File: src/rtl/cfg_loader_pkg.sv
package cfg_loader_pkg;

   typedef enum logic [2:0] {
      LD_PASS  = 3'd0,
      LD_SIG   = 3'd1,
      LD_LEN   = 3'd2,
      LD_PROG  = 3'd3,
      LD_INIT  = 3'd4,
      LD_SHIFT = 3'd5,
      LD_FLUSH = 3'd6,
      LD_FAIL  = 3'd7
   } ld_state_e;

   function automatic int imax(input int a, input int b);
      return (a > b) ? a : b;
   endfunction

endpackage

File: src/rtl/cfg_timer.sv
module cfg_timer #(
   parameter int W = 8
) (
   input  logic         clk,
   input  logic         rst_n,
   input  logic         clr,
   input  logic         en,
   output logic [W-1:0] cnt
);

   if (W < 1) begin : g_bad_w
      $error("cfg_timer: W must be at least 1");
   end

   always_ff @(posedge clk or negedge rst_n) begin
      if (!rst_n)
         cnt <= '0;
      else if (clr)
         cnt <= '0;
      else if (en)
         cnt <= cnt + W'(1);
   end

endmodule

File: src/rtl/cfg_shifter.sv
module cfg_shifter #(
   parameter int DW = 1
) (
   input  logic          clk,
   input  logic          rst_n,
   input  logic          abort,
   input  logic          load,
   input  logic [7:0]    byte_in,
   output logic          busy,
   output logic          sclk,
   output logic [DW-1:0] dout
);

   localparam int NSTEP = 8 / DW;
   localparam int SW    = $clog2(NSTEP + 1);

   if (DW != 1 && DW != 8) begin : g_bad_dw
      $error("cfg_shifter: DW must be 1 or 8");
   end

   logic [7:0]    sh_q;
   logic [7:0]    sh_next;
   logic [SW-1:0] left_q;
   logic          phase_q;

   if (DW == 1) begin : g_serial
      assign sh_next = {sh_q[6:0], 1'b0};
   end else begin : g_parallel
      assign sh_next = sh_q;
   end

   always_ff @(posedge clk or negedge rst_n) begin
      if (!rst_n) begin
         sh_q    <= '0;
         left_q  <= '0;
         phase_q <= 1'b0;
         busy    <= 1'b0;
      end else if (abort) begin
         left_q  <= '0;
         phase_q <= 1'b0;
         busy    <= 1'b0;
      end else if (load && !busy) begin
         sh_q    <= byte_in;
         left_q  <= SW'(NSTEP);
         phase_q <= 1'b0;
         busy    <= 1'b1;
      end else if (busy) begin
         if (!phase_q) begin
            phase_q <= 1'b1;
         end else begin
            phase_q <= 1'b0;
            sh_q    <= sh_next;
            left_q  <= left_q - SW'(1);
            if (left_q == SW'(1))
               busy <= 1'b0;
         end
      end
   end

   assign sclk = phase_q;
   assign dout = sh_q[7 -: DW];

endmodule

File: src/rtl/cfg_loader_bridge.sv
module cfg_loader_bridge
   import cfg_loader_pkg::*;
#(
   parameter bit          SERIAL       = 1'b1,
   parameter logic [31:0] SIGNATURE    = 32'hA5C3_5A96,
   parameter int          PROG_CYCLES  = 16,
   parameter int          INIT_TIMEOUT = 64,
   parameter int          DONE_LIMIT   = 32,
   localparam int         DW           = SERIAL ? 1 : 8
) (
   input  logic          clk,
   input  logic          rst_n,
   input  logic          enter_cfg,
   input  logic          exit_cfg,
   input  logic [7:0]    in_data,
   input  logic          in_valid,
   output logic          in_ready,
   output logic [7:0]    user_data,
   output logic          user_valid,
   input  logic          user_ready,
   output logic          prog_n,
   input  logic          init_n,
   input  logic          done,
   output logic          cclk,
   output logic [DW-1:0] cfg_d,
   output logic          cfg_ok,
   output logic          cfg_err
);

   localparam int DONE_CYC = 2 * DONE_LIMIT;
   localparam int TMAX     = imax(imax(PROG_CYCLES, INIT_TIMEOUT), DONE_CYC);
   localparam int TW       = $clog2(TMAX + 1);
   localparam int LW       = 32;

   if (PROG_CYCLES < 1) begin : g_bad_prog
      $error("cfg_loader_bridge: PROG_CYCLES must be at least 1");
   end
   if (INIT_TIMEOUT < 1) begin : g_bad_init
      $error("cfg_loader_bridge: INIT_TIMEOUT must be at least 1");
   end
   if (DONE_LIMIT < 1) begin : g_bad_done
      $error("cfg_loader_bridge: DONE_LIMIT must be at least 1");
   end

   ld_state_e      st_q, st_nxt;
   logic [TW-1:0]  tmr;
   logic [LW-1:0]  bcnt;
   logic [LW-1:0]  len_q;
   logic           cnt_clr;
   logic           accept;
   logic           sh_busy, sh_clk, sh_load, sh_abort;
   logic           dclk_q;
   logic [1:0]     sig_idx;
   logic [7:0]     sig_byte;
   logic           hdr_last;

   // Signature byte expected at the current header position, MSB first
   assign sig_idx  = 2'd3 - bcnt[1:0];
   assign sig_byte = SIGNATURE[{sig_idx, 3'b000} +: 8];
   assign hdr_last = (bcnt[1:0] == 2'd3);

   // Ready selection per state
   always_comb begin
      unique case (st_q)
         LD_PASS:                in_ready = user_ready;
         LD_SIG, LD_LEN, LD_FAIL: in_ready = 1'b1;
         LD_SHIFT:               in_ready = !sh_busy && (bcnt != len_q);
         default:                in_ready = 1'b0;
      endcase
   end

   assign accept = in_valid && in_ready;

   // Next-state selection; strobes override, exit first
   always_comb begin
      st_nxt = st_q;
      unique case (st_q)
         LD_PASS: st_nxt = LD_PASS;
         LD_SIG: begin
            if (accept) begin
               if (in_data != sig_byte)
                  st_nxt = LD_FAIL;
               else if (hdr_last)
                  st_nxt = LD_LEN;
            end
         end
         LD_LEN: begin
            if (accept && hdr_last)
               st_nxt = LD_PROG;
         end
         LD_PROG: begin
            if (tmr == TW'(PROG_CYCLES - 1))
               st_nxt = LD_INIT;
         end
         LD_INIT: begin
            if (init_n)
               st_nxt = LD_SHIFT;
            else if (tmr == TW'(INIT_TIMEOUT - 1))
               st_nxt = LD_FAIL;
         end
         LD_SHIFT: begin
            if (!sh_busy && (bcnt == len_q))
               st_nxt = LD_FLUSH;
         end
         LD_FLUSH: begin
            if (done)
               st_nxt = LD_PASS;
            else if (tmr == TW'(DONE_CYC - 1))
               st_nxt = LD_FAIL;
         end
         LD_FAIL: st_nxt = LD_FAIL;
         default: st_nxt = LD_SIG;
      endcase
      if (exit_cfg)
         st_nxt = LD_PASS;
      else if (enter_cfg)
         st_nxt = LD_SIG;
   end

   assign cnt_clr = (st_nxt != st_q) || enter_cfg || exit_cfg;

   cfg_timer #(.W(TW)) i_cyc_tmr (
      .clk   (clk),
      .rst_n (rst_n),
      .clr   (cnt_clr),
      .en    (1'b1),
      .cnt   (tmr)
   );

   cfg_timer #(.W(LW)) i_byte_cnt (
      .clk   (clk),
      .rst_n (rst_n),
      .clr   (cnt_clr),
      .en    (accept),
      .cnt   (bcnt)
   );

   assign sh_load  = accept && (st_q == LD_SHIFT);
   assign sh_abort = (st_nxt != LD_SHIFT);

   cfg_shifter #(.DW(DW)) i_shifter (
      .clk     (clk),
      .rst_n   (rst_n),
      .abort   (sh_abort),
      .load    (sh_load),
      .byte_in (in_data),
      .busy    (sh_busy),
      .sclk    (sh_clk),
      .dout    (cfg_d)
   );

   always_ff @(posedge clk or negedge rst_n) begin
      if (!rst_n) begin
         st_q    <= LD_SIG;
         len_q   <= '0;
         dclk_q  <= 1'b0;
         cfg_ok  <= 1'b0;
         cfg_err <= 1'b0;
      end else begin
         st_q <= st_nxt;
         if (st_q == LD_LEN && accept)
            len_q <= {len_q[LW-9:0], in_data};
         dclk_q <= (st_q == LD_FLUSH && st_nxt == LD_FLUSH) ? !dclk_q : 1'b0;
         if (enter_cfg && !exit_cfg) begin
            cfg_ok  <= 1'b0;
            cfg_err <= 1'b0;
         end else begin
            if (st_q != LD_FAIL && st_nxt == LD_FAIL)
               cfg_err <= 1'b1;
            if (st_q == LD_FLUSH && st_nxt == LD_PASS && !exit_cfg)
               cfg_ok <= 1'b1;
         end
      end
   end

   assign prog_n     = (st_q != LD_PROG);
   assign cclk       = sh_clk | dclk_q;
   assign user_data  = in_data;
   assign user_valid = (st_q == LD_PASS) && in_valid;

endmodule

File: config.mk
export PLATFORM = sky130hd
export DESIGN_NAME = cfg_loader_bridge
export DESIGN_NICKNAME = d
export VERILOG_FILES = /design/src/rtl/cfg_loader_pkg.sv /design/src/rtl/cfg_timer.sv /design/src/rtl/cfg_shifter.sv /design/src/rtl/cfg_loader_bridge.sv
export SDC_FILE = /design/constraint.sdc
export NUM_CORES = 1
export LEC_CHECK = 0
export BUFFER_PORTS_ARGS = -buffer_cell sky130_fd_sc_hd__clkbuf_2
export CAP_MARGIN = 40
export CORE_ASPECT_RATIO = 1.1
export CORE_MARGIN = 5
export CORE_UTILIZATION = 29
export CTS_BUF_LIST = sky130_fd_sc_hd__clkbuf_2 sky130_fd_sc_hd__clkbuf_4 sky130_fd_sc_hd__clkbuf_8
export DETAILED_ROUTE_END_ITERATION = 8
export HOLD_SLACK_MARGIN = 0.08
export SKIP_LAST_GASP = 1
export SLEW_MARGIN = 10
export SYNTH_ARGS = -nofsm -noshare
export SYNTH_HDL_FRONTEND = slang
export SYNTH_SLANG_ARGS = --single-unit
File: constraint.sdc
create_clock -name clk -period 4.2 [get_ports clk]
set_input_delay 0.21 -clock clk [delete_from_list [all_inputs] [get_ports clk]]
set_output_delay 0.21 -clock clk [all_outputs]
set_load 0.05 [all_outputs]
; ---- Yosys cells after proc, flatten, opt, wreduce, memory -nomap -nowiden
; Index checks and enable logic that the tools add are counted.
[classes]
bitwise = 2
n_shift = 1
n_reduce_logical = 30
n_addsub = 4
muxes = 37
eq_ne = 20
[op_table]
columns = operator, count
row1 = 2-to-1 mux 32 bit, 2
row2 = 2-to-1 mux 3 bit, 11
row3 = adder 32 x 1 -> 32 bit (second input constant), 1
row4 = equality test 32 bit, 1
row5 = inequality test 32 bit, 1
row6 = indexed part select 32 x 6 -> 8 bit (first input constant), 1
row7 = 2-to-1 mux 8 bit, 3
row8 = case mux 3 bit (8 select lines), 1
row9 = equality test 3 bit (second input constant), 6
row10 = 2-to-1 mux 4 bit, 4
row11 = 2-to-1 mux 1 bit, 14
row12 = logical AND 1 bit, 13
row13 = nonzero test 2 bit, 5
row14 = inequality test 8 bit, 1
row15 = adder 7 x 1 -> 7 bit (second input constant), 1
row16 = equality test 7 x 4 -> 1 bit (second input constant), 1
row17 = equality test 7 x 6 -> 1 bit (second input constant), 1
row18 = 2-to-1 mux 7 bit, 1
row19 = equality test 3 x 2 -> 1 bit (second input constant), 2
row20 = logical NOT 3 bit, 2
row21 = inequality test 3 bit (second input constant), 2
row22 = nonzero test 3 bit, 2
row23 = equality test 4 x 1 -> 1 bit (second input constant), 1
row24 = subtractor 4 x 1 -> 4 bit (second input constant), 1
row25 = other kinds (13), 16
[word_totals]
inputBits = 16
out_inout_bits = 15
regBits = 91
word_cells = 105

; ---- Depth between registers and ports, before layout
[logic_depth]
ltp_word = 14
mapped_depth = 11
ltp_nobuf = 9

; ---- Modules after synthesis
; From an unflattened synthesis, not the netlist that was laid out.
[unflattened]
hier_cells = 508
hier_area_um2 = 5291.3
[by_module_without_submodules]
columns = module, n_inst, seq_area_each_um2, area_per_inst_um2, cells_each
row1 = cfg_loader_bridge, 1, 952.2, 2482.4, 240
row2 = cfg_timer at i_byte_cnt, 1, 800.8, 1680.4, 176
row3 = cfg_shifter, 1, 350.3, 820.8, 63
row4 = cfg_timer at i_cyc_tmr, 1, 175.2, 307.8, 29

; ---- Least setup slack after synthesis
; No wires, ideal clock.
[synth_path]
kind = reg2reg
from = register st_q[0]
to = register i_byte_cnt.cnt[23]
slack_ns = 1.564
arrival_ns = 2.517
stages_incl_launch_ff = 9
required_ns = 4.081
period_less_slack_ns = 2.636
setup_time_ns = 0.119
n_path_buf = 2
cell_sequence = dfstp_2 > buf_2 > nand3_1 > o211a_1 > and2_0 > o21ai_0 > clkbuf_1 > nor4_1 > o21ba_2
[synth_via]
elab_chain_len = 13
elab_cells_between_ends = 29
classes_between = eq/ne (8) / mux (14) / reduce/logical (7)
[synth_rtl]
columns = element, line_no
row1 = "start, declared", cfg_loader_bridge.sv:45  ; ld_state_e st_q, st_nxt;
row2 = "start signal, assigned", cfg_loader_bridge.sv:160  ; st_q <= st_nxt;
row3 = equality test 3 x 2 -> 1 bit (tied with other cells), "cfg_loader_bridge.sv:64, cfg_loader_bridge.sv:77"
row4 = OR reduction 3 bit, cfg_loader_bridge.sv:64  ; unique case (st_q)
row5 = case mux 1 bit (3 select lines), cfg_loader_bridge.sv:64
row6 = logical AND 1 bit, cfg_loader_bridge.sv:72  ; assign accept = in_valid && in_ready;
row7 = logical AND 1 bit, cfg_loader_bridge.sv:88  ; if (accept && hdr_last)
row8 = 2-to-1 mux 3 bit, cfg_loader_bridge.sv:88
row9 = case mux 3 bit (8 select lines), cfg_loader_bridge.sv:77  ; unique case (st_q)
row10 = 2-to-1 mux 3 bit, cfg_loader_bridge.sv:116  ; else if (enter_cfg)
row11 = 2-to-1 mux 3 bit, cfg_loader_bridge.sv:114  ; if (exit_cfg)
row12 = inequality test 3 bit, cfg_loader_bridge.sv:120  ; assign cnt_clr = (st_nxt != st_q) || enter_cfg || exit_cfg;
row13 = logical OR 1 bit (2 in series), cfg_loader_bridge.sv:120
row14 = 2-to-1 mux 32 bit or nonzero test 2 bit (tied branches), --
row15 = "end signal, assigned", cfg_timer.sv:21  ; cnt <= cnt + W'(1);
row16 = "end, declared", cfg_timer.sv:8  ; output logic [W-1:0] cnt
; Several ways; a longest one is shown, not always the timed one.
; A chain may end at the register's enable or synchronous reset.

; ---- Worst setup path after layout
[layout_path]
from = register i_byte_cnt.cnt[1]
to = register i_shifter.sh_q[5]
[layout_via]
elab_chain_len = 12
elab_cells_between_ends = 27
classes_between = add/sub (1) / eq/ne (5) / shift (1) / mux (10) / bitwise (1) / reduce/logical (9)
[layout_rtl]
columns = element, line_no
row1 = branches (longest 12 deep; another with subtractor 2 bit), --
row2 = "end signal, assigned", cfg_shifter.sv:43  ; sh_q <= byte_in;
row3 = "end signal, assigned", cfg_shifter.sv:52  ; sh_q <= sh_next;
row4 = "end, declared", cfg_shifter.sv:21  ; logic [7:0] sh_q;
; Several ways; the timed one is not identified.

==> results.json <==
{
  "status": "finished, final reports clean",
  "slew_violations": 0,
  "wire_per_inst_um": 15.36,
  "core_area_mm2": 0.01702,
  "preCtsSetupSlack_ps": 1116,
  "async_flop_share": 1.000,
  "final_common_cell": "dfrtp_1",
  "cts_made_buffers": 9,
  "clock_sinks": 91,
  "path_cells": "inv_1 > ha_1 > nor3b_1 > o22ai_1 > o2111ai_1 > nor2b_1 > o211ai_2 > nor2_2 > mux2_2",
  "relSlewSlack": 0.4380,
  "dr.pass1.iters": 4,
  "cp-start-kind": "flip-flop",
  "n_antenna_cell": 0,
  "vias": 3739,
  "worstPathRequired_ps": 4450,
  "fmax_mhz": 325.3,
  "avgSynthCellArea_um2": 10.23,
  "hold_path.class": "primary input to flip-flop",
  "clk_latency_ps": 370,
  "synthToLayoutAreaGrowth_pct": 11.88,
  "synth.distinct_cells": 61,
  "min_period_ps": 3074,
  "fp-row-count": 50,
  "worstMarginPinSlew_ps": 831.2,
  "finalHoldViolCount": 0,
  "place_congestion": 0.8254,
  "layout_setup_ws_ps": 1126,
  "antenna_found_initial": 0,
  "wl_met2_um": 5702,
  "grt_pass1_wl_um": 19710,
  "yosysWarnings": 0,
  "finalClockSkew_ps": 12.70,
  "worstPathMaxFanout": 9,
  "grt_max_degree": 48,
  "rsz0062_at_grt": "false",
  "ios": 31,
  "synth_edf_count": 0,
  "criticalPathCategory": "flip-flop to flip-flop",
  "first_global_vias": 3888,
  "cts-root-buf": "clkbuf_8",
  "maxCapViolCount": 0,
  "leakagePower_nw": 2.269,
  "die_w_um": 135.5,
  "cp_slowest_cell": "dfrtp_1",
  "drt-met1-wl_um": 5393,
  "grt-ovfl-total": 0,
  "fin_nets": 540,
  "vias_per_cell": 4.952,
  "synth_seq_area_share": 0.4537,
  "groute.usage.overall": 0.1217,
  "cp-end-kind": "flip-flop",
  "top_layer_used": "met4",
  "post-dp-hpwl_um": 8463,
  "start_util": 0.2951,
  "power_mw": 1.724,
  "htreeDepth": 3,
  "wl_um": 11600,
  "die-area_mm2": 0.02005,
  "drtIter0Drc": 228,
  "mostFrequentLayoutCells": "90 x dfrtp_1, 47 x mux2_2, 41 x xnor2_1",
  "cp.arrival_ps": 3320,
  "clk_pin_slew_ps": 80,
  "p_per_area_mw_per_mm2": 306.8,
  "ant_nets": 0,
  "drc": 0,
  "tritoncts": "done",
  "met3_length_um": 338,
  "port_buffers": 30,
  "fin_tns_setup_ps": 0,
  "drive_gt1_frac": 0.2246,
  "fin_crit_sh": 0.7318,
  "ys_seq_elements": 91,
  "worst_path_largest_cell_delay_ps": 510,
  "netlist_instances": 491,
  "ir_drop_mv": 0.1546,
  "cts_max_path_buffers": 2,
  "synth_nets": 515,
  "setup_viol": 0,
  "synthFlopType": "dfrtp_1",
  "die_y_um": 148.0,
  "syn_area_mm2": 0.005022
}
-- registers in the layout, indices dropped and copies added (netlist names) --
signal,cells
len_q,32
i_shifter.left_q,4
i_byte_cnt.cnt,32
i_cyc_tmr.cnt,7
cfg_err,1
i_shifter.busy,1
i_shifter.sclk,1
cfg_ok,1
dclk_q,1
i_shifter.sh_q,8
st_q,3
-- cell usage after synthesis, types with 7 or more instances --
library cell,n,area [um2]
dfrtp_1,90,2252
ha_1,8,100.1
mux2_2,47,529.3
or3_1,21,131.4
o21ai_0,27,135.1
xnor2_1,41,359.1
buf_2,7,35.03
a21oi_1,36,180.2
nor3_1,9,45.04
nand4_1,15,93.84
nand3_1,11,55.05
buf_4,9,67.56
nor2_1,29,108.9
inv_1,18,67.56
clkbuf_1,7,26.28
nand2_1,34,127.6
-- cell type report --
| class | instances | area [um2] |
|---|---|---|
| Clock buffer | 13 | 166.4 |
| Clock inverter | 3 | 46.29 |
| Fill cell | 1773 | 11400 |
| Inverter | 18 | 67.56 |
| Multi-Input combinational cell | 358 | 2550 |
| Sequential cell | 91 | 2278 |
| Tap cell | 234 | 292.8 |
| Timing Repair Buffer | 38 | 217.7 |
-- layer usage --
metal,GRT usage,vias up
li1,-,1803
met1,0.1603,1858
met2,0.2034,64
met3,0.02519,14
met4,0.03276,0
met5,0,-
-- where the power goes --
part           leakage [nW]  internal (mW)  switching [mW]
clock                 0.107          0.322           0.313
sequential             1.26          0.895          0.0245
combinational         0.900         0.0609           0.108
-- kinds of logic (layout without fill, tap and decap cells) --
kind of cell,count (synthesis),in the layout,synth area share
AND/OR/NAND/NOR,162,162,0.1796
AO/OA/AOI/OAI,95,95,0.1198
flip-flops,91,91,0.4537
multiplexers,47,47,0.1054
XOR/XNOR,46,46,0.08022
buffers and inverters,42,72,0.04135
adder cells (fa/ha/maj),8,8,0.01993
-- worst max-delay path, delay by kind of cell (launching register included) --
kind	cells	cell delay (ps)
AOI/OAI and AO/OA	3	700
adders and majority gates	1	330
buffers and inverters	1	140
DFF	1	510
muxes	1	390
and+or+nand+nor	3	890
-- stage by stage --
step | std cells | utilization | cell area (um2) | hold WS [ps]
after floorplan | 491 | - | 5022 | -85.59
after global placement | 737 | 0.3165 | 5386 | 259.1
after detailed placement | 737 | 0.3165 | 5386 | 264.1
after CTS | 755 | 0.3302 | 5619 | 86.72
after global routing | 755 | 0.3302 | 5619 | 105.5
final | 755 | 0.3302 | 5619 | 115.0
-- timing repair --
| item | 4_1_cts | 5_1_grt |
|---|---|---|
| endpoints found under the hold margin | 44 | 0 |
| endpoints found under the setup margin | 0 | 0 |
| resized for setup | 0 | 0 |
| hold buffers | 2 | 0 |
| buffers inserted | 0 | 0 |
-- path summary, 6_finish.rpt --
kind,from,endpoint,slack [ps],cells past startpoint
max,i_byte_cnt.cnt[1]$_DFFE_PN0P_,i_shifter.sh_q[5]$_DFFE_PN0P_,1130,9
min,exit_cfg,st_q[0]$_DFF_PN1_,110,2
max reg2reg,i_byte_cnt.cnt[1]$_DFFE_PN0P_,i_shifter.sh_q[5]$_DFFE_PN0P_,1130,9
min reg2reg,i_cyc_tmr.cnt[0]$_DFF_PN0_,i_cyc_tmr.cnt[0]$_DFF_PN0_,460,1
max in group asynchronous,rst_n,i_byte_cnt.cnt[9]$_DFFE_PN0P_,2740,3
min in group asynchronous,rst_n,i_cyc_tmr.cnt[0]$_DFF_PN0_,410,2
No activity file was read; power rests on OpenSTA's default activity.
